===== src/rtl/regacc_pkg.sv =====
package regacc_pkg;

  typedef enum logic [1:0] {
    MODE_DIRECT, MODE_OFFSET, MODE_INDIRECT, MODE_BAD
  } mode_e;

  typedef enum logic [2:0] {
    STEP_DIRECT, STEP_POLL_A, STEP_CMD, STEP_POLL_B, STEP_DATA_RD, STEP_DATA_WR
  } step_e;

  typedef enum logic [1:0] {PH_IDLE, PH_BUS, PH_GAP} phase_e;

  // Command word layout and window offsets
  localparam int BUSY_BIT = 15;
  localparam int C22_BIT  = 12;
  localparam int OP_LSB   = 10;
  localparam int DEV_LSB  = 5;
  localparam int WIN_CMD  = 0;
  localparam int WIN_DATA = 1;
  localparam logic [1:0] OP_READ  = 2'b10;
  localparam logic [1:0] OP_WRITE = 2'b01;

  function automatic step_e step_after(step_e s, logic wr);
    case (s)
      STEP_POLL_A:  return wr ? STEP_DATA_WR : STEP_CMD;
      STEP_DATA_WR: return STEP_CMD;
      STEP_CMD:     return STEP_POLL_B;
      STEP_POLL_B:  return STEP_DATA_RD;
      default:      return STEP_DIRECT;
    endcase
  endfunction

  function automatic logic step_final(step_e s, logic wr);
    case (s)
      STEP_DIRECT:  return 1'b1;
      STEP_POLL_B:  return wr;
      STEP_DATA_RD: return 1'b1;
      default:      return 1'b0;
    endcase
  endfunction

  function automatic logic step_is_poll(step_e s);
    return (s == STEP_POLL_A) || (s == STEP_POLL_B);
  endfunction

  function automatic logic step_gives_data(step_e s, logic wr);
    return ((s == STEP_DIRECT) && !wr) || (s == STEP_DATA_RD);
  endfunction

endpackage


===== src/rtl/regacc_step_dec.sv =====
module regacc_step_dec
  import regacc_pkg::*;
#(
  parameter int ADDR_W = 5,
  parameter int DATA_W = 16
) (
  input  step_e               step,
  input  mode_e               mode,
  input  logic                wr,
  input  logic [ADDR_W-1:0]   base,
  input  logic [ADDR_W-1:0]   dev,
  input  logic [ADDR_W-1:0]   rnum,
  input  logic [DATA_W-1:0]   wdata,
  output logic                o_write,
  output logic [ADDR_W-1:0]   o_addr,
  output logic [ADDR_W-1:0]   o_reg,
  output logic [DATA_W-1:0]   o_data
);
  logic [DATA_W-1:0] cmd;

  always_comb begin
    cmd                    = '0;
    cmd[BUSY_BIT]          = 1'b1;
    cmd[C22_BIT]           = 1'b1;
    cmd[OP_LSB +: 2]       = wr ? OP_WRITE : OP_READ;
    cmd[DEV_LSB +: ADDR_W] = dev;
    cmd[0 +: ADDR_W]       = rnum;
  end

  always_comb begin
    o_write = 1'b0;
    o_addr  = base;
    o_reg   = ADDR_W'(WIN_CMD);
    o_data  = wdata;
    case (step)
      STEP_DIRECT: begin
        o_write = wr;
        o_addr  = (mode == MODE_OFFSET) ? base + dev : dev;
        o_reg   = rnum;
      end
      STEP_CMD: begin
        o_write = 1'b1;
        o_data  = cmd;
      end
      STEP_DATA_RD: o_reg = ADDR_W'(WIN_DATA);
      STEP_DATA_WR: begin
        o_write = 1'b1;
        o_reg   = ADDR_W'(WIN_DATA);
      end
      default: ;
    endcase
  end
endmodule


===== src/rtl/regacc_gap_timer.sv =====
module regacc_gap_timer #(
  parameter int CYCLES = 4,
  localparam int CW = $clog2(CYCLES + 1)
) (
  input  logic clk,
  input  logic rst,
  input  logic start,
  output logic expired
);
  logic [CW-1:0] cnt;

  always_ff @(posedge clk) begin
    if (rst)               cnt <= '0;
    else if (start)        cnt <= CW'(CYCLES);
    else if (cnt != '0)    cnt <= cnt - 1'b1;
  end

  assign expired = (cnt == CW'(1));
endmodule


===== src/rtl/regacc_seq.sv =====
module regacc_seq
  import regacc_pkg::*;
#(
  parameter int ADDR_W    = 5,
  parameter int DATA_W    = 16,
  parameter int POLL_MAX  = 16,
  parameter int DELAY_CYC = 187500,
  localparam int PC_W = $clog2(POLL_MAX + 1)
) (
  input  logic              clk,
  input  logic              rst,
  input  logic              cfg_dual,
  input  logic              cfg_multi,
  input  logic [ADDR_W-1:0] cfg_base,
  input  logic              req_valid,
  input  logic              req_write,
  input  logic [ADDR_W-1:0] req_dev,
  input  logic [ADDR_W-1:0] req_reg,
  input  logic [DATA_W-1:0] req_wdata,
  output logic              busy,
  output logic              rsp_done,
  output logic              rsp_err,
  output logic [DATA_W-1:0] rsp_rdata,
  output logic              bus_valid,
  output logic              bus_write,
  output logic [ADDR_W-1:0] bus_addr,
  output logic [ADDR_W-1:0] bus_reg,
  output logic [DATA_W-1:0] bus_wdata,
  input  logic              bus_ack,
  input  logic              bus_err,
  input  logic [DATA_W-1:0] bus_rdata
);
  phase_e            phase_q;
  step_e             step_q;
  mode_e             mode_q, mode_sel;
  logic              wr_q;
  logic [ADDR_W-1:0] base_q, dev_q, reg_q;
  logic [DATA_W-1:0] wdata_q;
  logic [PC_W-1:0]   poll_cnt;
  logic              gap_start, gap_done, poll_busy, poll_last;

  always_comb begin
    if (cfg_dual)            mode_sel = MODE_OFFSET;
    else if (cfg_base == '0) mode_sel = MODE_DIRECT;
    else if (cfg_multi)      mode_sel = MODE_INDIRECT;
    else                     mode_sel = MODE_BAD;
  end

  regacc_step_dec #(.ADDR_W(ADDR_W), .DATA_W(DATA_W)) u_dec (
    .step(step_q), .mode(mode_q), .wr(wr_q), .base(base_q), .dev(dev_q),
    .rnum(reg_q), .wdata(wdata_q), .o_write(bus_write), .o_addr(bus_addr),
    .o_reg(bus_reg), .o_data(bus_wdata)
  );

  assign poll_busy = bus_rdata[BUSY_BIT];
  assign poll_last = (poll_cnt == PC_W'(POLL_MAX - 1));
  assign gap_start = (phase_q == PH_BUS) && bus_ack && !bus_err &&
                     step_is_poll(step_q) && poll_busy && !poll_last;

  regacc_gap_timer #(.CYCLES(DELAY_CYC)) u_gap (
    .clk(clk), .rst(rst), .start(gap_start), .expired(gap_done)
  );

  always_ff @(posedge clk) begin
    if (rst) begin
      phase_q   <= PH_IDLE;
      step_q    <= STEP_DIRECT;
      mode_q    <= MODE_DIRECT;
      wr_q      <= 1'b0;
      base_q    <= '0;
      dev_q     <= '0;
      reg_q     <= '0;
      wdata_q   <= '0;
      poll_cnt  <= '0;
      busy      <= 1'b0;
      bus_valid <= 1'b0;
      rsp_done  <= 1'b0;
      rsp_err   <= 1'b0;
      rsp_rdata <= '0;
    end else begin
      rsp_done <= 1'b0;
      rsp_err  <= 1'b0;
      case (phase_q)
        PH_IDLE: if (req_valid) begin
          mode_q   <= mode_sel;
          wr_q     <= req_write;
          base_q   <= cfg_base;
          dev_q    <= req_dev;
          reg_q    <= req_reg;
          wdata_q  <= req_wdata;
          poll_cnt <= '0;
          step_q   <= (mode_sel == MODE_INDIRECT) ? STEP_POLL_A : STEP_DIRECT;
          if (mode_sel == MODE_BAD) begin
            rsp_done  <= 1'b1;
            rsp_err   <= 1'b1;
            rsp_rdata <= '0;
          end else begin
            busy      <= 1'b1;
            bus_valid <= 1'b1;
            phase_q   <= PH_BUS;
          end
        end
        PH_BUS: if (bus_ack) begin
          bus_valid <= 1'b0;
          if (bus_err || (step_is_poll(step_q) && poll_busy && poll_last)) begin
            phase_q   <= PH_IDLE;
            busy      <= 1'b0;
            rsp_done  <= 1'b1;
            rsp_err   <= 1'b1;
            rsp_rdata <= '0;
          end else if (step_is_poll(step_q) && poll_busy) begin
            poll_cnt <= poll_cnt + 1'b1;
            phase_q  <= PH_GAP;
          end else if (step_final(step_q, wr_q)) begin
            phase_q   <= PH_IDLE;
            busy      <= 1'b0;
            rsp_done  <= 1'b1;
            rsp_rdata <= step_gives_data(step_q, wr_q) ? bus_rdata : '0;
          end else begin
            step_q    <= step_after(step_q, wr_q);
            poll_cnt  <= '0;
            bus_valid <= 1'b1;
          end
        end
        PH_GAP: if (gap_done) begin
          phase_q   <= PH_BUS;
          bus_valid <= 1'b1;
        end
        default: phase_q <= PH_IDLE;
      endcase
    end
  end
endmodule


===== config.mk =====
export PLATFORM = sky130hd
export DESIGN_NAME = regacc_seq
export DESIGN_NICKNAME = d
export VERILOG_FILES = /design/src/rtl/regacc_pkg.sv /design/src/rtl/regacc_step_dec.sv /design/src/rtl/regacc_gap_timer.sv /design/src/rtl/regacc_seq.sv
export SDC_FILE = /design/constraint.sdc
export NUM_CORES = 1
export LEC_CHECK = 0
export ABC_AREA = 1
export ABC_CLOCK_PERIOD_IN_PS = 3600
export BUFFER_PORTS_ARGS = -buffer_cell sky130_fd_sc_hd__buf_4
export CORE_MARGIN = 2
export CORE_UTILIZATION = 58
export CTS_BUF_LIST = sky130_fd_sc_hd__clkbuf_16
export CTS_CLUSTER_DIAMETER = 100
export DETAILED_ROUTE_END_ITERATION = 10
export PLACE_DENSITY_LB_ADDON = 0.08
export SETUP_SLACK_MARGIN = 0.4
export SLEW_MARGIN = 20
export SYNTH_ARGS = -nofsm -noshare
export SYNTH_HDL_FRONTEND = slang
export SYNTH_SLANG_ARGS = --single-unit

===== constraint.sdc =====
create_clock -name clk -period 3.6 [get_ports clk]
set_input_delay 0.18 -clock clk [delete_from_list [all_inputs] [get_ports clk]]
set_output_delay 0.18 -clock clk [all_outputs]
set_load 0.01 [all_outputs]

==> flow_summary.json <==
{
  "drcViolationCount": 0,
  "final_core_util_pct": 74.51,
  "ys_seq_area_share_pct": 38.11,
  "postRouteWirelength_um": 10870,
  "worst_slack_ps": 1106,
  "setup_tns_ps": 0,
  "drv_cap": 0,
  "routedWlPerCell_um": 12.60,
  "powerDensity_nw_per_um2": 675.1,
  "nNetsFinal": 823,
  "yosys_warnings": 0,
  "synth_top_cell_by_area": "dfxtp_1",
  "crit_slowest_cell": "clkinv_1",
  "critPathKind": "register to output pin",
  "synth_compound_area_share_pct": 14.90,
  "die-area_um2": 8132,
  "globalplace.congestion": 0.8690,
  "max_stage_delay_ps": 440,
  "start_util_pct": 59.71,
  "seqCellArea_um2": 1642,
  "tritoncts": "yes",
  "coreArea_um2": 7214,
  "vias": 4426,
  "numCtsBuffers": 9,
  "p_leak_uw": 0.002732,
  "report.final.slew_viol_count": 0,
  "clockBufferDepth": 2,
  "startpoint_type": "register",
  "drt_pass1_iterations": 4,
  "clk_pin_slew_ps": 60,
  "yosys.area_share.adder_pct": 2.788,
  "hold_viol": 0,
  "syn-num-nets": 732,
  "die_x_um": 90.18,
  "ios": 102,
  "nFillCells": 619,
  "max_freq_mhz": 401.0,
  "postCtsSetupBuffers": 0,
  "cp.arrival_ps": 2310,
  "place_ws_ps": 1346,
  "synthTopCellsByArea": "dfxtp_1 (38%), nor2_1 (13%), nand2_1 (10%)",
  "synth_top_family_by_area": "simple AND/OR/NAND/NOR gates",
  "grt_max_degree": 56,
  "grt_pass1_wl_um": 18150,
  "postSynthCellCount": 668,
  "crit_family": "buffers and inverters",
  "end_kind": "output pin",
  "synth-xor-area-share_pct": 1.220,
  "area_growth_pct": 24.78,
  "overflow": 0,
  "htree_levels": 3,
  "cp_common_cell": "o21ai_0",
  "synthMuxAreaShare_pct": 0,
  "layout_min_cycle_time_ps": 2494,
  "viasPerCell": 5.135,
  "syn-cell-area_um2": 4308,
  "clock_sinks": 82,
  "rsz0062_at_grt": "false",
  "cts_resized": 0,
  "hpwl_um": 7756,
  "worstMarginPinSlew_ps": 680.0,
  "drt_iter0_drc": 260,
  "finalSetupViolations": 0,
  "postRouteAntennaNets": 0,
  "fp.dieH_um": 90.18,
  "synth_top_area_share_pct": 38.11,
  "track_usage_pct": 26.70,
  "slew_headroom_pct": 54.51,
  "min_period_over_period_pct": 69.27,
  "status": "finished, final reports clean",
  "ir_drop_v": 0.0004338,
  "antenna_cells": 0,
  "path_cells": "inv_1 > nand2_1 > nor2_1 > clkinv_1 > a21oi_1 > o21ai_0 > o21ai_0 > buf_4",
  "synth-simple-area-share_pct": 32.59,
  "drive_above_1_share_pct": 17.82,
  "cts-root-buf": "clkbuf_16",
  "critPathRequiredTime_ps": 3420,
  "grt_pass1_vias": 4081,
  "clk-insertion-delay-late_ps": 330,
  "numPortBuffers": 101,
  "skew_ps": 6.424,
  "synth_cell_types": 36,
  "yosys_register_bits": 82,
  "hold_path_class": "input pin to register",
  "path_buf_inv": 3,
  "ctsHoldBuffers": 0,
  "antenna_found_initial": 0,
  "rows": 31,
  "synth.avg_cell_area_um2": 6.449,
  "worstPathMaxFanout": 9,
  "multiInputGateArea_um2": 2218
}
-- layout make-up --
type                    count  area share [%]
well taps                  99           2.304
clock inverters             6          0.9544
multi-input cells         472           41.27
repair buffers            103           14.39
inverters                  91           6.355
clock buffers               9           4.190
flip-flops and latches     82           30.54
-- per-stage QoR --
| stage | cell area (um2) | instances | hold WS [ps] | power, uW |
|---|---|---|---|---|
| floorplan | 4308 | 668 | 328.6 | 2301 |
| global placement | 5099 | 847 | 431.2 | 2687 |
| detailed placement | 5099 | 847 | 436.2 | 2744 |
| CTS | 5375 | 862 | 97.64 | 3609 |
| global route | 5375 | 862 | 109.9 | 3887 |
| finish | 5375 | 862 | 99.71 | 3629 |
-- worst register-to-register path, delay by kind of cell (launching register included) --
| kind | cells | cell delay, ps |
|---|---|---|
| DFF | 1 | 330 |
| adders and majority gates | 2 | 390 |
| and+or+nand+nor | 10 | 1500 |
-- cells by family (layout without fill, tap and decap cells) --
group                    Yosys count  after routing
AND/OR/NAND/NOR                  334            334
adder cells (fa/ha/maj)            9              9
buffers and inverters            114            209
XOR/XNOR                           6              6
AO/OA/AOI/OAI                    123            123
flip-flops                        82             82
-- sequential cells by signal, summed over array words and instances (netlist names), 2 cells and up --
register   count
base_q         5
dev_q          5
poll_cnt       5
step_q         3
u_gap.cnt     18
mode_q         2
phase_q        2
rsp_rdata     16
wdata_q       16
reg_q          5
-- worst paths after layout --
check	start	end	slack (ps)	depth (start not counted)
worst max register to register	poll_cnt[0]	rsp_rdata[0]	1300	12
worst min-delay path	req_wdata[10]	wdata_q[10]	100	3
worst max-delay path	step_q[0]	bus_addr[1]	1110	8
worst min register to register	poll_cnt[4]	poll_cnt[4]	460	2
-- cells in the mapped netlist, drive strengths merged --
cell type  instances
clkbuf            13
inv               89
o31ai              1
clkinv             2
nand3             34
o21ai             67
nand4             13
xnor2              2
o21a               1
o211ai             1
dfxtp             82
or2                6
fa                 1
nor2             149
a21o               1
nand2            127
ha                 8
buf               10
nor3               4
a211oi             4
xor2               4
a21oi             46
o21bai             1
and3               1
a41oi              1
-- report_power, final --
| group | switching (uW) | internal, uW | total (uW) |
|---|---|---|---|
| Sequential | 153 | 1090 | 1250 |
| Combinational | 942 | 570 | 1510 |
| Clock | 345 | 523 | 868 |
| Total | 1440 | 2190 | 3630 |
-- placed cells by master, fill, tap and decap left out, types with 2 or more instances in the layout --
| cell | n |
|---|---|
| or2_2 | 6 |
| xnor2_1 | 2 |
| a21oi_1 | 46 |
| clkinv_2 | 2 |
| inv_2 | 2 |
| xor2_1 | 4 |
| nor2_2 | 2 |
| nand2_4 | 2 |
| inv_1 | 89 |
| nor2_1 | 146 |
| buf_4 | 103 |
| ha_1 | 8 |
| o21ai_1 | 7 |
| a211oi_1 | 4 |
| nand2_2 | 6 |
| dfxtp_1 | 82 |
| clkbuf_16 | 9 |
| nand3_1 | 33 |
| o21ai_0 | 60 |
| nand4_1 | 13 |
| nand2_1 | 119 |
| nor3_1 | 3 |
| clkinv_1 | 3 |
-- layer usage --
metal	GRT usage, %	part of all wire [%]	wire length [um]	up-vias
li1	-	-	-	2295
met1	36.23	46	4970	1985
met2	43.67	47	5075	129
met3	4.359	6.0	651	17
met4	8.590	1.5	168	0
met5	0	0	0	-
No activity file was read; power rests on OpenSTA's default activity.
